--- src/rtl/mdio_pkg.sv ---
// Package: mdio_pkg
// Shared sequencer state type and the fixed field lengths of a
// management frame. Assumes single-register (clause 22 style) frames.
package mdio_pkg;

    typedef enum logic [1:0] {
        ST_IDLE    = 2'd0,
        ST_FRAME   = 2'd1,
        ST_RECOVER = 2'd2
    } seq_state_e;

    localparam int START_LEN = 2;  // start field bits
    localparam int OP_LEN    = 2;  // opcode bits
    localparam int TA_LEN    = 2;  // write turnaround bits
    localparam int WR_TAIL   = 1;  // released cycles after write data
    localparam int RD_TAIL   = 2;  // extra cycles after read data

endpackage

--- src/rtl/mdc_tick_gen.sv ---
// Module: mdc_tick_gen
// Emits a one-cycle tick every HALF_CYCLES system clocks while run_i is
// high. Each tick marks the end of one MDC half period. The counter is
// held at zero while idle, so the first half period after a start is
// exactly HALF_CYCLES long. Assumes HALF_CYCLES >= 2.
module mdc_tick_gen #(
    parameter int HALF_CYCLES = 40
) (
    input  logic clk,
    input  logic rst_n,
    input  logic run_i,
    output logic tick_o
);
    localparam int CW = (HALF_CYCLES > 1) ? $clog2(HALF_CYCLES) : 1;
    localparam logic [CW-1:0] CNT_END = CW'(HALF_CYCLES - 1);

    logic [CW-1:0] cnt_q;

    assign tick_o = run_i && (cnt_q == CNT_END);

    // Half-period counter: cleared when idle, wraps on every tick.
    always_ff @(posedge clk) begin
        if (!rst_n || !run_i) begin
            cnt_q <= '0;
        end else if (tick_o) begin
            cnt_q <= '0;
        end else begin
            cnt_q <= cnt_q + 1'b1;
        end
    end

    // Two ticks never fall on adjacent cycles, so no half period is shortened.
    assert_tick_spacing_R5: assert property (@(posedge clk) disable iff (!rst_n)
        tick_o |=> !tick_o);

endmodule

--- src/rtl/mdio_frame_seq.sv ---
// Module: mdio_frame_seq
// Walks a frame slot by slot. One slot is one MDC cycle: a low half,
// where the driven bit is updated, and then a high half. Read data and
// the turnaround bit are sampled at the tick that ends the high half.
// Assumes mdio_in_i is already synchronised and that tick_i comes from
// mdc_tick_gen driven by run_o.
module mdio_frame_seq
    import mdio_pkg::*;
#(
    parameter int PRE_LEN   = 32,
    parameter int RECOV_LEN = 32,
    parameter int PHY_AW    = 5,
    parameter int REG_AW    = 5,
    parameter int DATA_W    = 16
) (
    input  logic              clk,
    input  logic              rst_n,
    input  logic              tick_i,
    input  logic              start_i,
    input  logic              rd_i,
    input  logic [PHY_AW-1:0] phy_i,
    input  logic [REG_AW-1:0] reg_i,
    input  logic [DATA_W-1:0] wd_i,
    input  logic              mdio_in_i,
    output logic              run_o,
    output logic              mdc_o,
    output logic              mdio_o,
    output logic              mdio_oe_o,
    output logic [DATA_W-1:0] rd_data_o,
    output logic              done_o,
    output logic              err_o
);
    localparam int S_START = PRE_LEN;
    localparam int S_OP    = S_START + START_LEN;
    localparam int S_PHY   = S_OP + OP_LEN;
    localparam int S_REG   = S_PHY + PHY_AW;
    localparam int S_TA    = S_REG + REG_AW;
    localparam int S_WDAT  = S_TA + TA_LEN;
    localparam int S_RDAT  = S_TA + 1;
    localparam int S_LAST  = S_WDAT + DATA_W + WR_TAIL - 1;
    localparam int S_RLAST = S_TA + RECOV_LEN;
    localparam int S_MAX   = (S_LAST > S_RLAST) ? S_LAST : S_RLAST;
    localparam int SW      = $clog2(S_MAX + 1);

    localparam logic [SW-1:0] L_START = SW'(S_START);
    localparam logic [SW-1:0] L_ST1   = SW'(S_START + 1);
    localparam logic [SW-1:0] L_OP    = SW'(S_OP);
    localparam logic [SW-1:0] L_OP1   = SW'(S_OP + 1);
    localparam logic [SW-1:0] L_PHY   = SW'(S_PHY);
    localparam logic [SW-1:0] L_REG   = SW'(S_REG);
    localparam logic [SW-1:0] L_TA    = SW'(S_TA);
    localparam logic [SW-1:0] L_TA1   = SW'(S_TA + 1);
    localparam logic [SW-1:0] L_WDAT  = SW'(S_WDAT);
    localparam logic [SW-1:0] L_WEND  = SW'(S_WDAT + DATA_W - 1);
    localparam logic [SW-1:0] L_RDAT  = SW'(S_RDAT);
    localparam logic [SW-1:0] L_REND  = SW'(S_RDAT + DATA_W - 1);
    localparam logic [SW-1:0] L_LAST  = SW'(S_LAST);
    localparam logic [SW-1:0] L_RLAST = SW'(S_RLAST);

    seq_state_e        state_q;
    logic [SW-1:0]     slot_q;
    logic              hi_q;
    logic              rd_q;
    logic [PHY_AW-1:0] phy_q;
    logic [REG_AW-1:0] reg_q;
    logic [DATA_W-1:0] wd_q;
    logic [DATA_W-1:0] shift_q;
    logic [DATA_W-1:0] rdata_q;
    logic              mdc_q, dq, oe_q, done_q, err_q;

    logic ta_fail, cap_en, end_ok, end_err;

    // Returns {output enable, value} for slot s of a frame.
    function automatic logic [1:0] slot_drive(
        input logic [SW-1:0]     s,
        input logic              rd,
        input logic [PHY_AW-1:0] pa,
        input logic [REG_AW-1:0] ra,
        input logic [DATA_W-1:0] wd
    );
        logic [PHY_AW-1:0] ps;
        logic [REG_AW-1:0] rs;
        logic [DATA_W-1:0] ws;
        ps = pa << (s - L_PHY);
        rs = ra << (s - L_REG);
        ws = wd << (s - L_WDAT);
        if (s < L_START)                  return 2'b11;
        else if (s == L_START)            return 2'b10;
        else if (s == L_ST1)              return 2'b11;
        else if (s == L_OP)               return {1'b1, rd};
        else if (s == L_OP1)              return {1'b1, !rd};
        else if (s < L_REG)               return {1'b1, ps[PHY_AW-1]};
        else if (s < L_TA)                return {1'b1, rs[REG_AW-1]};
        else if (rd)                      return 2'b00;
        else if (s == L_TA)               return 2'b11;
        else if (s == L_TA1)              return 2'b10;
        else if (s >= L_WDAT && s <= L_WEND) return {1'b1, ws[DATA_W-1]};
        else                              return 2'b00;
    endfunction

    // Slot-end decisions, taken at the tick that closes a high half.
    always_comb begin
        ta_fail = (state_q == ST_FRAME) && rd_q && (slot_q == L_TA) && mdio_in_i;
        cap_en  = (state_q == ST_FRAME) && rd_q && (slot_q >= L_RDAT) && (slot_q <= L_REND);
        end_ok  = (state_q == ST_FRAME) && (slot_q == L_LAST);
        end_err = (state_q == ST_RECOVER) && (slot_q == L_RLAST);
    end

    // Frame sequencer: accepts requests, steps slots, drives the pins, captures data.
    always_ff @(posedge clk) begin
        if (!rst_n) begin
            state_q <= ST_IDLE;
            slot_q  <= '0;
            hi_q    <= 1'b0;
            rd_q    <= 1'b0;
            phy_q   <= '0;
            reg_q   <= '0;
            wd_q    <= '0;
            shift_q <= '0;
            rdata_q <= '0;
            mdc_q   <= 1'b1;
            dq      <= 1'b0;
            oe_q    <= 1'b0;
            done_q  <= 1'b0;
            err_q   <= 1'b0;
        end else begin
            done_q <= 1'b0;
            err_q  <= 1'b0;
            if (state_q == ST_IDLE) begin
                if (start_i) begin
                    rd_q    <= rd_i;
                    phy_q   <= phy_i;
                    reg_q   <= reg_i;
                    wd_q    <= wd_i;
                    state_q <= ST_FRAME;
                    slot_q  <= '0;
                    hi_q    <= 1'b0;
                    mdc_q   <= 1'b0;
                    {oe_q, dq} <= slot_drive('0, rd_i, phy_i, reg_i, wd_i);
                end
            end else if (tick_i) begin
                if (!hi_q) begin
                    hi_q  <= 1'b1;
                    mdc_q <= 1'b1;
                end else if (end_ok || end_err) begin
                    state_q <= ST_IDLE;
                    hi_q    <= 1'b0;
                    oe_q    <= 1'b0;
                    done_q  <= 1'b1;
                    err_q   <= end_err;
                    if (end_ok && rd_q) rdata_q <= shift_q;
                end else begin
                    hi_q   <= 1'b0;
                    mdc_q  <= 1'b0;
                    slot_q <= slot_q + 1'b1;
                    if (ta_fail) state_q <= ST_RECOVER;
                    if (cap_en) shift_q <= {shift_q[DATA_W-2:0], mdio_in_i};
                    if (state_q == ST_RECOVER) {oe_q, dq} <= 2'b00;
                    else {oe_q, dq} <= slot_drive(slot_q + 1'b1, rd_q, phy_q, reg_q, wd_q);
                end
            end
        end
    end

    assign run_o     = (state_q != ST_IDLE);
    assign mdc_o     = mdc_q;
    assign mdio_o    = dq;
    assign mdio_oe_o = oe_q;
    assign rd_data_o = rdata_q;
    assign done_o    = done_q;
    assign err_o     = err_q;

    // The line never changes across a high half of MDC.
    assert_line_stable_high_R5: assert property (@(posedge clk) disable iff (!rst_n)
        (mdc_q && $past(mdc_q)) |-> ($stable(dq) && $stable(oe_q)));

    // Preamble slots drive a one.
    assert_preamble_ones_R2: assert property (@(posedge clk) disable iff (!rst_n)
        (state_q == ST_FRAME && slot_q < L_START) |-> (oe_q && dq));

    // Reads never drive from turnaround onward.
    assert_read_released_R7: assert property (@(posedge clk) disable iff (!rst_n)
        (state_q != ST_IDLE && rd_q && slot_q >= L_TA) |-> !oe_q);

    // A failed turnaround can only follow a read.
    assert_recover_read_only_R8: assert property (@(posedge clk) disable iff (!rst_n)
        (state_q == ST_RECOVER) |-> rd_q);

    // A strobe during a frame leaves the latched request alone.
    assert_busy_request_held_R9: assert property (@(posedge clk) disable iff (!rst_n)
        (state_q != ST_IDLE && start_i) |=>
            (rd_q == $past(rd_q) && phy_q == $past(phy_q) && reg_q == $past(reg_q)
             && wd_q == $past(wd_q)));

    // Done is a single-cycle pulse.
    assert_done_single_R10: assert property (@(posedge clk) disable iff (!rst_n)
        done_q |=> !done_q);

    // Error appears only alongside done.
    assert_err_with_done_R10: assert property (@(posedge clk) disable iff (!rst_n)
        err_q |-> done_q);

    // In the done cycle the bus is already parked.
    assert_parked_at_done_R1: assert property (@(posedge clk) disable iff (!rst_n)
        done_q |-> (mdc_q && !oe_q));

endmodule

--- src/rtl/mdio_frame_master.sv ---
// Module: mdio_frame_master (top)
// Single-transaction management bus master. It ties the half-period
// tick generator to the frame sequencer and synchronises the returning
// line. Assumes an external pull-up on the line, an external buffer
// that uses mdio_oe_o, and HALF_CYCLES >= 3 so that the two-flop
// synchroniser settles inside an MDC high half.
module mdio_frame_master #(
    parameter int HALF_CYCLES = 40,
    parameter int PRE_LEN     = 32,
    parameter int RECOV_LEN   = 32,
    parameter int PHY_AW      = 5,
    parameter int REG_AW      = 5,
    parameter int DATA_W      = 16
) (
    input  logic              clk,
    input  logic              rst_n,
    input  logic              start_i,
    input  logic              rd_nwr_i,
    input  logic [PHY_AW-1:0] phy_addr_i,
    input  logic [REG_AW-1:0] reg_addr_i,
    input  logic [DATA_W-1:0] wr_data_i,
    output logic [DATA_W-1:0] rd_data_o,
    output logic              done_o,
    output logic              err_o,
    output logic              mdc_o,
    output logic              mdio_o,
    output logic              mdio_oe_o,
    input  logic              mdio_i
);
    logic       run, tick;
    logic [1:0] sync_q;

    // Two-flop synchroniser for the bus line; resets to the pulled-up level.
    always_ff @(posedge clk) begin
        if (!rst_n) sync_q <= 2'b11;
        else        sync_q <= {sync_q[0], mdio_i};
    end

    mdc_tick_gen #(
        .HALF_CYCLES(HALF_CYCLES)
    ) tick_i0 (
        .clk   (clk),
        .rst_n (rst_n),
        .run_i (run),
        .tick_o(tick)
    );

    mdio_frame_seq #(
        .PRE_LEN  (PRE_LEN),
        .RECOV_LEN(RECOV_LEN),
        .PHY_AW   (PHY_AW),
        .REG_AW   (REG_AW),
        .DATA_W   (DATA_W)
    ) seq_i0 (
        .clk      (clk),
        .rst_n    (rst_n),
        .tick_i   (tick),
        .start_i  (start_i),
        .rd_i     (rd_nwr_i),
        .phy_i    (phy_addr_i),
        .reg_i    (reg_addr_i),
        .wd_i     (wr_data_i),
        .mdio_in_i(sync_q[1]),
        .run_o    (run),
        .mdc_o    (mdc_o),
        .mdio_o   (mdio_o),
        .mdio_oe_o(mdio_oe_o),
        .rd_data_o(rd_data_o),
        .done_o   (done_o),
        .err_o    (err_o)
    );

    // MDC stays high whenever no frame is running.
    assert_idle_mdc_high_R1: assert property (@(posedge clk) disable iff (!rst_n)
        !run |-> (mdc_o && !mdio_oe_o));

endmodule

--- config.mk ---
export PLATFORM = sky130hd
export DESIGN_NAME = mdio_frame_master
export DESIGN_NICKNAME = d
export VERILOG_FILES = /design/src/rtl/mdio_pkg.sv /design/src/rtl/mdc_tick_gen.sv /design/src/rtl/mdio_frame_seq.sv /design/src/rtl/mdio_frame_master.sv
export SDC_FILE = /design/constraint.sdc
export NUM_CORES = 1
export LEC_CHECK = 0
export BUFFER_PORTS_ARGS = -buffer_cell sky130_fd_sc_hd__buf_2
export CAP_MARGIN = 5
export CORE_UTILIZATION = 55
export CTS_CLUSTER_SIZE = 40
export DETAILED_ROUTE_END_ITERATION = 8
export PLACE_DENSITY_LB_ADDON = 0.25
export SYNTH_ARGS = -nofsm -noshare
export SYNTH_HDL_FRONTEND = slang
export SYNTH_SLANG_ARGS = --single-unit
--- constraint.sdc ---
create_clock -name clk -period 5.2 [get_ports clk]
set_input_delay 1.04 -clock clk [delete_from_list [all_inputs] [get_ports clk]]
set_output_delay 1.04 -clock clk [all_outputs]
set_load 0.01 [all_outputs]
* After elaboration in Yosys (flattened, before gate mapping) *
Index checks and enable logic that the tools add are counted.

operators by class
  reductions and logical operators = 31
  add/sub/neg operators = 5
  muxes and demuxes = 42
  shift-type cells = 3
  equality and inequality tests = 15
  bitwise gates (word level) = 5
  magnitude comparators = 7

operators by type and width
  kind                   number
  $eq A7 B6 Y1 const B   7
  $mux W7                5
  $mux W2                17
  $lt A7 B6 Y1 const B   3
  $sub A7 B6 Y7 const B  3
  $mux W1                20
  $shl A16 B7 Y16        1
  $eq A7 B7 Y1 const B   2
  $ge A7 B6 Y1 const B   2
  $le A7 B6 Y1 const B   2
  $shl A5 B7 Y5          2
  $logic_and A1 B1 Y1    10
  $reduce_and A5 Y1      2
  $reduce_and A4 Y1      2
  $add A7 B1 Y7 const B  1
  $add A6 B1 Y6 const B  1
  $eq A6 B6 Y1 const B   1
  $reduce_and A3 Y1      2
  $reduce_bool A2 Y1     3
  $not A1 Y1             5
  $reduce_or A5 Y1       1
  $reduce_and A2 Y1      2
  $reduce_or A4 Y1       1
  $logic_not A1 Y1       3
  other kinds (9)        10

word-level totals
  output and inout port bits = 21
  logic and storage cells = 124
  input bits = 31
  bits in registers = 82

* Longest topological paths before layout *
Gate-level depths: netlist of the first run.

  word-level depth = 19
  gate-level depth with buffers = 11
  depth with buffers taken out = 10

* Modules after synthesis *
Synthesis of the first run repeated with hierarchy kept, for this count alone.

second synthesis, totals
  cells, all modules = 464
  area, all modules = 4190.3 um^2

modules (own cells, without submodules)
  module             seq. area each (um^2)  cells each  area an instance (um^2)  times used
  mdio_frame_seq     1481.4                 433         3887.5                   1
  mdc_tick_gen       120.1                  27          250.2                    1
  mdio_frame_master  40.0                   4           52.6                     1

* Worst setup path before layout of the first run *
Ideal clock, no wire load.

  path type = reg2reg
  start = register seq_i0.slot_q[1]
  end = register seq_i0.oe_q (netlist: seq_i0.mdio_oe_o)
  cell stages (with the launch flop) = 11
  arrival time = 2394 ps
  required time = 5063 ps
  library setup time = 137 ps
  path slack = 2670 ps
  clock period less this slack = 2530 ps
  buffers on the path = 2
  cell sequence = dfxtp_1 > ha_1 > buf_2 > clkbuf_1 > nand3_1 > xor2_1 > ha_1 > a32o_1 > a311o_1 > o211ai_1 > a31oi_1

between the ends
  word-level cells in the longest chain between the ends = 19
  elaborated cells between the ends (all ways) = 34
  classes of those cells = 1 x add/sub; 5 x order compare; 8 x eq/ne; 16 x mux; 4 x reduce/logical

ends and longest elaborated chain
  element                                       line                   source
  from (decl)                                   mdio_frame_seq.sv:61   logic [SW-1:0] slot_q;
  from (signal assigned)                        mdio_frame_seq.sv:155  slot_q <= slot_q + 1'b1;
  $add A7 B1 Y7                                 mdio_frame_seq.sv:159  else {oe_q, dq} <= slot_drive(slot_q + 1'b1, rd_q, phy_q, reg_q, wd_q);
  $ge A7 B6 Y1 or $le A7 B6 Y1 (tied branches)  mdio_frame_seq.sv:97   else if (s >= L_WDAT && s <= L_WEND) return {1'b1, ws[DATA_W-1]};
  $logic_and A1 B1 Y1                           mdio_frame_seq.sv:97
  $mux W2                                       mdio_frame_seq.sv:97
  $mux W2                                       mdio_frame_seq.sv:96   else if (s == L_TA1) return 2'b10;
  $mux W2                                       mdio_frame_seq.sv:95   else if (s == L_TA) return 2'b11;
  $mux W2                                       mdio_frame_seq.sv:94   else if (rd) return 2'b00;
  $mux W2                                       mdio_frame_seq.sv:93   else if (s < L_TA) return {1'b1, rs[REG_AW-1]};
  [3 not listed]                                -
  $mux W2                                       mdio_frame_seq.sv:89   else if (s == L_ST1) return 2'b11;
  $mux W2                                       mdio_frame_seq.sv:88   else if (s == L_START) return 2'b10;
  $mux W2                                       mdio_frame_seq.sv:87   if (s < L_START) return 2'b11;
  $mux W1                                       mdio_frame_seq.sv:158  if (state_q == ST_RECOVER) {oe_q, dq} <= 2'b00;
  $mux W1 (*)                                   mdio_frame_seq.sv:145  end else if (end_ok || end_err) begin
  $mux W1 (*)                                   mdio_frame_seq.sv:142  if (!hi_q) begin
  $mux W1 (*)                                   mdio_frame_seq.sv:141  end else if (tick_i) begin
  $mux W1 (*)                                   mdio_frame_seq.sv:129  if (state_q == ST_IDLE) begin
  to (signal assigned)                          mdio_frame_seq.sv:139  {oe_q, dq} <= slot_drive('0, rd_i, phy_i, reg_i, wd_i);
  to (signal assigned)                          mdio_frame_seq.sv:159
  to (decl)                                     mdio_frame_seq.sv:69   logic mdc_q, dq, oe_q, done_q, err_q;

Mark *: on every way between the ends. The rest lies on a longest branch, timed or not. The select of a mux whose other input is x is not followed.
A chain may end at the register's enable or synchronous reset.

* Final worst setup path of the first run *
  start = register seq_i0.slot_q[1]
  end = register seq_i0.dq (netlist: seq_i0.mdio_o)

between the ends
  word-level cells in the longest chain between the ends = 19
  elaborated cells between the ends (all ways) = 42
  classes of those cells = 4 x add/sub; 5 x order compare; 9 x eq/ne; 3 x shift; 16 x mux; 5 x reduce/logical

ends and longest elaborated chain
  element                                                 line                                        source
  $add A7 B1 Y7                                           mdio_frame_seq.sv:159
  $sub A7 B6 Y7 (tied with other cells)                   mdio_frame_seq.sv:86                        ws = wd << (s - L_WDAT);
  $shl A16 B7 Y16 or $logic_and A1 B1 Y1 (tied branches)  mdio_frame_seq.sv:86, mdio_frame_seq.sv:97
  $mux W2                                                 mdio_frame_seq.sv:97
  $mux W2                                                 mdio_frame_seq.sv:96
  $mux W2                                                 mdio_frame_seq.sv:95
  $mux W2                                                 mdio_frame_seq.sv:94
  $mux W2                                                 mdio_frame_seq.sv:93
  [3 not listed]                                          -
  $mux W2                                                 mdio_frame_seq.sv:89
  $mux W2                                                 mdio_frame_seq.sv:88
  $mux W2                                                 mdio_frame_seq.sv:87
  $mux W1                                                 mdio_frame_seq.sv:158
  $mux W1                                                 mdio_frame_seq.sv:145
  $mux W1                                                 mdio_frame_seq.sv:142
  $mux W1                                                 mdio_frame_seq.sv:141
  $mux W1                                                 mdio_frame_seq.sv:129
  to (signal assigned)                                    mdio_frame_seq.sv:139
  to (signal assigned)                                    mdio_frame_seq.sv:159
  to (decl)                                               mdio_frame_seq.sv:69

Several ways; a longest one is shown, not always the timed one. The select of a mux whose other input is x is not followed.

==> metrics.log, run 1 <==
[metrics] outcome: finished, final reports clean
[metrics] PnR worst setup slack: 2.017 ns
[metrics] fin crit share: 0.6122
[metrics] Data arrival, critical path: 3.42 ns
[metrics] leading register cell type out of synthesis: dfxtp_1
[metrics] number of fillers in the final layout: 614
[metrics] most frequently used cell type in the post-synthesis netlist: nand2_1
[metrics] final period demand of the worst path: 3.183 ns
[metrics] highest ir drop seen on vdd: between 200 and 250 µV
[metrics] top cell family by delay on the critical path: compound AO/OA/AOI/OAI gates
[metrics] 1st-pass router iterations: 5
[metrics] half-perimeter wire length of the detailed placement result: roughly 6.2 mm
[metrics] post-DR vias/cell: between 5 and 6
[metrics] Starting Density: 0.5813
[metrics] Post-Route Hold Slack: 0.4102 ns
[metrics] number of warning messages in the yosys log: 0
[metrics] P_int: 972.2 µW
[metrics] Final Power: 1.291 mW
[metrics] TritonCTS sink count: 82
[metrics] CTS tree: yes
[metrics] DP Worst Slack: 2.126 ns
[metrics] start-to-end type of the worst setup path: reg2reg
[metrics] H-tree levels: 3
[metrics] Die X: 87.67 µm
[metrics] summed area of non-filler cells in the final layout: 0.004494 mm²
[metrics] DRC Markers: 0
[metrics] number of antenna violations at the first check in global routing: 0
[metrics] Synth Register Bits: 82
[metrics] Commonest cells post-synth: nand2_1, dfxtp_1, a21oi_1
[metrics] Synth area leaders: dfxtp_1, nand2_1, a21oi_1
[metrics] Leak Pwr: approximately 1.7 nW
[metrics] GRT overflow: 0
[metrics] CP Capture Type: flop
[metrics] CTS Hold Bufs: 0
[metrics] maximum capacitance violations: 0
[metrics] post-synthesis area per instance: about 8.4 µm²
[metrics] Area Growth Syn to Fin: 11.35%
[metrics] Crit path buffers/inverters: 0
[metrics] number of buffers inserted by post-CTS setup repair: 0
[metrics] wire length of the first global-routing pass: 14.75 mm
[metrics] # nets final: 554
[metrics] post-route setup TNS: 0 ns
[metrics] via count of the first global-routing pass: 3,081
[metrics] Top Ports: 52
[metrics] total global-route track usage: 0.2476
[metrics] largest net degree at the start of global routing: 39
[metrics] placed standard-cell area: 0.004260 mm²
[metrics] number of gates resized after CTS: 0
[metrics] total length of routed wires: 8.835 mm
[metrics] total inserted antenna cells: 0
[metrics] count of buffers from port buffering: 51
[metrics] total CTS buffers: 9
[metrics] path type of the worst min-delay path: reg2reg
[metrics] drt first-iter violations: 326
[metrics] die boundary height: 87.67 µm
[metrics] die area: approximately 0.0077 mm²
[metrics] number of max-slew violations in the final report: 0
[metrics] setup repair after global routing missed its margin: false
[metrics] Worst EP required: roughly 5.4 ns
[metrics] number of setup violations in the final report: 0
[metrics] routed vias: 3,457
[metrics] Async SR Flop Fraction: 0
[metrics] Mapped Nets: 523
[metrics] area of the core: between 0.006 and 0.007 mm²
[metrics] post-synthesis cell type count: 62
[metrics] switching power summed over all nets: 319.1 µW
[metrics] setup clock skew after layout: 0.01392 ns
[metrics] library cell appearing most often on the critical path: nor4_1
[metrics] delay of the slowest cell on the worst path: between 0.6 and 0.7 ns
[metrics] area share of the largest cell type after synthesis: 0.4067
[metrics] sequential share of power: 0.510
[metrics] worst slew margin relative to its limit: 0.2737
[metrics] cell at the slowest stage of the critical path: ha_1
[metrics] antenna-violating nets left: 0
[metrics] clock network power share: 0.418
[metrics] switching part of the total power: 0.2471
[metrics] max frequency: 314.1 MHz
[metrics] number of buffers on the longest clock path: 2
[metrics] area taken by flip-flops and latches: ~0.0016 mm²
[metrics] part of the power in combinational logic: 0.073
[metrics] final weighted congestion of routability-driven global placement: 0.9923
[metrics] Clk Latency, worst-skew pair: 0.37 ns
[metrics] slew at the pin with the worst max-slew slack: 1.089 ns
[metrics] Worst Path Max Fanout: 18
[metrics] Critical Path, Cell by Cell: ha_1 > nand3_1 > nor4_1 > o31ai_1 > o311ai_1 > nor4_1 > a21oi_1 > o41ai_2
[metrics] share of final-layout standard cells stronger than drive strength 1: 0.1757
[metrics] average wire length per cell after detail routing: 14.39 µm
[metrics] post-synthesis cell type with the largest combined area: dfxtp_1
[metrics] final hold violation count: 0
[metrics] fraction of the yosys area taken by sequential cells: 0.4067
[metrics] Multi-input gate area: 0.002183 mm²
[metrics] Cell Pwr Density: 287.3 mW/mm²
[metrics] post-synthesis instance area: 0.004036 mm²
[metrics] number of synthesized flops with an enable pin: 0
[metrics] num rows: 30
[metrics] number of instances in the synthesized netlist: just under 500
[metrics] Root Driver: clkbuf_8
[metrics] crit start category: flop
[metrics] Clock Pin Slew Worst Setup and Hold Paths: 0.09 ns
area by class of cell:
cell class              instances  area share
clock buffers                  10     0.03062
clock inverters                 6     0.02144
inverters                      12     0.01002
multi-input cells             355      0.4858
flip-flops and latches         82      0.3653
well taps                      96     0.02673
repair buffers                 53     0.06013
power by group through the flow:
stage / Combinational [mW] / Sequential, mW / Clock (mW)
3_3_place_gp: 0.0914 / 0.672 / 0
2_1_floorplan: 0.0691 / 0.667 / 0
3_5_place_dp: 0.0935 / 0.672 / 0
4_1_cts: 0.0939 / 0.658 / 0.545
6_report: 0.0941 / 0.658 / 0.539
5_1_grt: 0.106 / 0.661 / 0.571
state kept, by name (all words and copies together) (netlist names):
register	count
seq_i0.mdio_o	1
seq_i0.wd_q	16
seq_i0.mdio_oe_o	1
seq_i0.slot_q	7
seq_i0.done_o	1
seq_i0.mdc_o	1
seq_i0.hi_q	1
seq_i0.rd_q	1
seq_i0.rd_data_o	16
seq_i0.state_q	2
tick_i0.cnt_q	6
sync_q	2
seq_i0.phy_q	5
seq_i0.reg_q	5
seq_i0.err_o	1
seq_i0.shift_q	16
per-layer routing:
layer  share of wire  GRT usage
met4           0.014    0.08495
met1            0.51     0.3660
met2            0.43     0.3558
met5               0          0
met3           0.051    0.05372
per-stage QoR:
step | util | cells
final | 0.6472 | 614
after global routing | 0.6472 | 614
after CTS | 0.6472 | 614
after detailed placement | 0.6135 | 598
after global placement | 0.6135 | 598
after floorplan | - | 482
worst reg2reg max path, stage by stage, from the launching register on:
cell and delay, ns:
dfxtp_1 0.56, ha_1 0.65, nand3_1 0.21, nor4_1 0.58, o31ai_1 0.23, o311ai_1 0.45
nor4_1 0.10, a21oi_1 0.19, o41ai_2 0.09
final timing paths:
kind                                 startpoint  slack (ns)  cells past startpoint                    endpoint
setup / recovery  seq_i0.slot_q[1]$_SDFFE_PN0P_        2.02                      8  seq_i0.mdio_o$_SDFFE_PN0P_
hold reg to reg            sync_q[0]$_SDFF_PN1_        0.41                      1        sync_q[1]$_SDFF_PN1_
hold / removal             sync_q[0]$_SDFF_PN1_        0.41                      1        sync_q[1]$_SDFF_PN1_
setup reg to reg  seq_i0.slot_q[1]$_SDFFE_PN0P_        2.02                      8  seq_i0.mdio_o$_SDFFE_PN0P_
logic make-up after synthesis:
group | count (synthesis) | share of synthesized area
flops | 82 | 0.4067
simple gates | 212 | 0.2467
compound gates | 94 | 0.1503
buf+inv | 45 | 0.05239
xor+xnor | 10 | 0.02170
fa+ha+maj | 10 | 0.03100
mux | 29 | 0.09113
placed cells by master (no fill, tap or decap), types with 3 or more instances in the layout:
master and instances:
nor2b_1 3, inv_1 10, nor2_2 3, dfxtp_1 82, xor2_1 6, a211oi_1 3, buf_2 51, a21oi_1 56
clkbuf_8 10, nand2b_1 7, or3_1 4, xnor2_1 4, nand2_1 109, mux2i_1 21, mux4_2 6, and3_1 3
nor3b_1 3, nor2_1 33, nand3_1 15, o21ai_0 8, ha_1 10, nor3_1 8, nor4_1 4
No activity file was read; power rests on OpenSTA's default activity.
==> run 2: changes to the inputs <==
--- a/config.mk
+++ b/config.mk
@@ -7,7 +7,7 @@
 export LEC_CHECK = 0
 export BUFFER_PORTS_ARGS = -buffer_cell sky130_fd_sc_hd__buf_2
 export CAP_MARGIN = 5
-export CORE_UTILIZATION = 55
+export CORE_UTILIZATION = 52
 export CTS_CLUSTER_SIZE = 40
 export DETAILED_ROUTE_END_ITERATION = 8
 export PLACE_DENSITY_LB_ADDON = 0.25
==> constraint.sdc (replaced) <==
create_clock -name clk -period 2.9 [get_ports clk]
set_input_delay 0.58 -clock clk [delete_from_list [all_inputs] [get_ports clk]]
set_output_delay 0.58 -clock clk [all_outputs]
set_load 0.01 [all_outputs]
==> metrics.log, run 2 (same netlist as run 1, synthesis figures left out) <==
[metrics] outcome: finished, final reports clean
[metrics] CTS tree: yes
[metrics] die area: just over 0.008 mm²
[metrics] slew at the pin with the worst max-slew slack: 0.6215 ns
[metrics] number of max-slew violations in the final report: 0
[metrics] number of buffers on the longest clock path: 2
[metrics] final core utilization: 0.6265
[metrics] Area Growth Syn to Fin: 14.38%
[metrics] setup clock skew after layout: 0.01215 ns
[metrics] largest net degree at the start of global routing: 31
[metrics] summed area of non-filler cells in the final layout: 0.004617 mm²
[metrics] number of setup violations in the final report: 0
[metrics] final weighted congestion of routability-driven global placement: 0.9727
[metrics] Multi-input gate area: 0.002190 mm²
[metrics] Cell Pwr Density: between 400 and 500 mW/mm²
[metrics] via count of the first global-routing pass: 3,325
[metrics] Worst EP required: roughly 3.2 ns
[metrics] total length of routed wires: 8.859 mm
[metrics] antenna-violating nets left: 0
[metrics] placed cells: between 600 and 700
[metrics] post-route setup TNS: 0 ns
[metrics] maximum capacitance violations: 0
[metrics] Worst Path Max Fanout: 13
[metrics] switching power summed over all nets: about 560 µW
[metrics] wire length of the first global-routing pass: 15.61 mm
[metrics] final period demand of the worst path: 2.649 ns
[metrics] average wire length per cell after detail routing: 13.95 µm
[metrics] part of the power in combinational logic: 0.081
[metrics] start-to-end type of the worst setup path: reg2reg
[metrics] Crit path buffers/inverters: 0
[metrics] DRC Markers: 0
[metrics] H-tree levels: 3
[metrics] max frequency: 377.4 MHz
[metrics] Data arrival, critical path: about 2.9 ns
[metrics] area of the core: around 0.0074 mm²
[metrics] cell depth of the worst flop-to-flop path: 9
[metrics] 1st-pass router iterations: 5
[metrics] worst slew margin relative to its limit: 0.5852
[metrics] total global-route track usage: 0.2349
[metrics] total CTS buffers: 9
[metrics] Critical Path, Cell by Cell: and3_1 > nand3_1 > xor2_1 > ha_1 > nor2_1 > nand3_1 > nor3b_1 > a211oi_1 > o41ai_2
[metrics] hold depth: 2
[metrics] sequential share of power: 0.530
[metrics] half-perimeter wire length of the detailed placement result: 6.547 mm
[metrics] post-DR vias/cell: 5.531
[metrics] share of final-layout standard cells stronger than drive strength 1: 0.2071
[metrics] top cell family by delay on the critical path: simple AND/OR/NAND/NOR gates
[metrics] area taken by flip-flops and latches: between 0.0015 and 0.002 mm²
[metrics] count of buffers from port buffering: a little over 50
[metrics] worst setup slack for register-to-register paths: approximately 0.25 ns
[metrics] routed vias: 3,512
[metrics] num rows: 31
[metrics] total inserted antenna cells: 0
[metrics] setup repair after global routing missed its margin: false
[metrics] non-filler cells, final: 635
[metrics] Starting Density: 0.5477
[metrics] fin crit share: 0.9136
[metrics] Root Driver: clkbuf_8
[metrics] critical path depth in cells: 9
[metrics] cell at the slowest stage of the critical path: dfxtp_1
[metrics] drt first-iter violations: approximately 200
[metrics] # nets final: 572
[metrics] most used cells in the layout excluding fill and tap cells: nand2_1, dfxtp_1, a21oi_1
[metrics] path type of the worst min-delay path: in2reg
[metrics] die boundary height: about 90 µm
[metrics] Die X: 90.11 µm
[metrics] switching part of the total power: 0.2529
[metrics] number of antenna violations at the first check in global routing: 0
[metrics] final hold violation count: 0
[metrics] Clock Pin Slew Worst Setup and Hold Paths: about 0.08 ns
[metrics] number of buffers inserted by post-CTS setup repair: 0
[metrics] Final Power: 2.225 mW
[metrics] Post-Route Hold Slack: 0.3942 ns
[metrics] DP Worst Slack: 0.09575 ns
[metrics] P_int: 1.662 mW
[metrics] TritonCTS sink count: a little over 80
[metrics] GRT overflow: 0
[metrics] number of fillers in the final layout: about 670
[metrics] Clk Latency, worst-skew pair: 0.37 ns
[metrics] clock network power share: 0.390
[metrics] library cell appearing most often on the critical path: nand3_1
[metrics] highest ir drop seen on vdd: roughly 480 µV
[metrics] PnR worst setup slack: 0.2506 ns
[metrics] placed standard-cell area: between 0.004 and 0.005 mm²
[metrics] crit start category: flop
[metrics] CP Capture Type: flop
[metrics] leading cell type in the layout, fill and taps excluded: nand2_1
[metrics] Leak Pwr: around 1.7 nW
[metrics] Top Ports: 52
[metrics] delay of the slowest cell on the worst path: 0.61 ns
==> run 2: changes by cell type in the layout (fill, tap and decap cells not counted) <==
cell,before,now
clkinv_4,1,0
bufinv_16,2,1
buf_4,2,20
nor4_1,4,3
dfxtp_2,0,1
clkinvlp_4,1,3
nor4_2,0,1
dfxtp_1,82,81
==> run 2: worst paths after layout <==
kind / start / endpoint
setup / recovery: seq_i0.slot_q[2]$_SDFFE_PN0P_ / seq_i0.mdio_o$_SDFFE_PN0P_
hold / removal: mdio_i / sync_q[0]$_SDFF_PN1_
setup reg to reg: seq_i0.slot_q[2]$_SDFFE_PN0P_ / seq_i0.mdio_o$_SDFFE_PN0P_
hold reg to reg: sync_q[0]$_SDFF_PN1_ / sync_q[1]$_SDFF_PN1_
==> run 2: layout make-up <==
cell class	count	share of cell area
tap	99	0.02683
inverter	12	0.009756
sequential	82	0.3558
clock buffer	10	0.02981
multi-input combinational	355	0.4743
timing repair buffer	71	0.08780
clock inverter	6	0.01572
==> run 2: power by group through the flow <==
stage               registers (mW)  clock network, mW  logic [mW]
floorplan                     1.20                  0       0.124
global placement              1.20                  0       0.174
detailed placement            1.20                  0       0.180
CTS                           1.18              0.885       0.180
global route                  1.18              0.933       0.202
finish                        1.18              0.867       0.180
==> run 2: worst register-to-register path: stages, from the launching register on <==
cell and delay, ns:
dfxtp_1 0.61, and3_1 0.38, nand3_1 0.13, xor2_1 0.34
ha_1 0.30, nor2_1 0.09, nand3_1 0.08, nor3b_1 0.21
a211oi_1 0.13, o41ai_2 0.29
==> run 2: routing by layer <==
metal	up-vias	global-route usage	part of all wire
met1	1609	0.3251	0.49
li1	1758	-	-
met2	119	0.3581	0.43
met5	-	0	0
met4	0	0.1102	0.027
met3	26	0.03807	0.056
==> run 2: timing repair <==
action,in CTS,in global routing
endpoints found under the setup margin,0,1
hold endpoints to repair,0,0
hold buffers,0,0
gates resized for setup,0,2
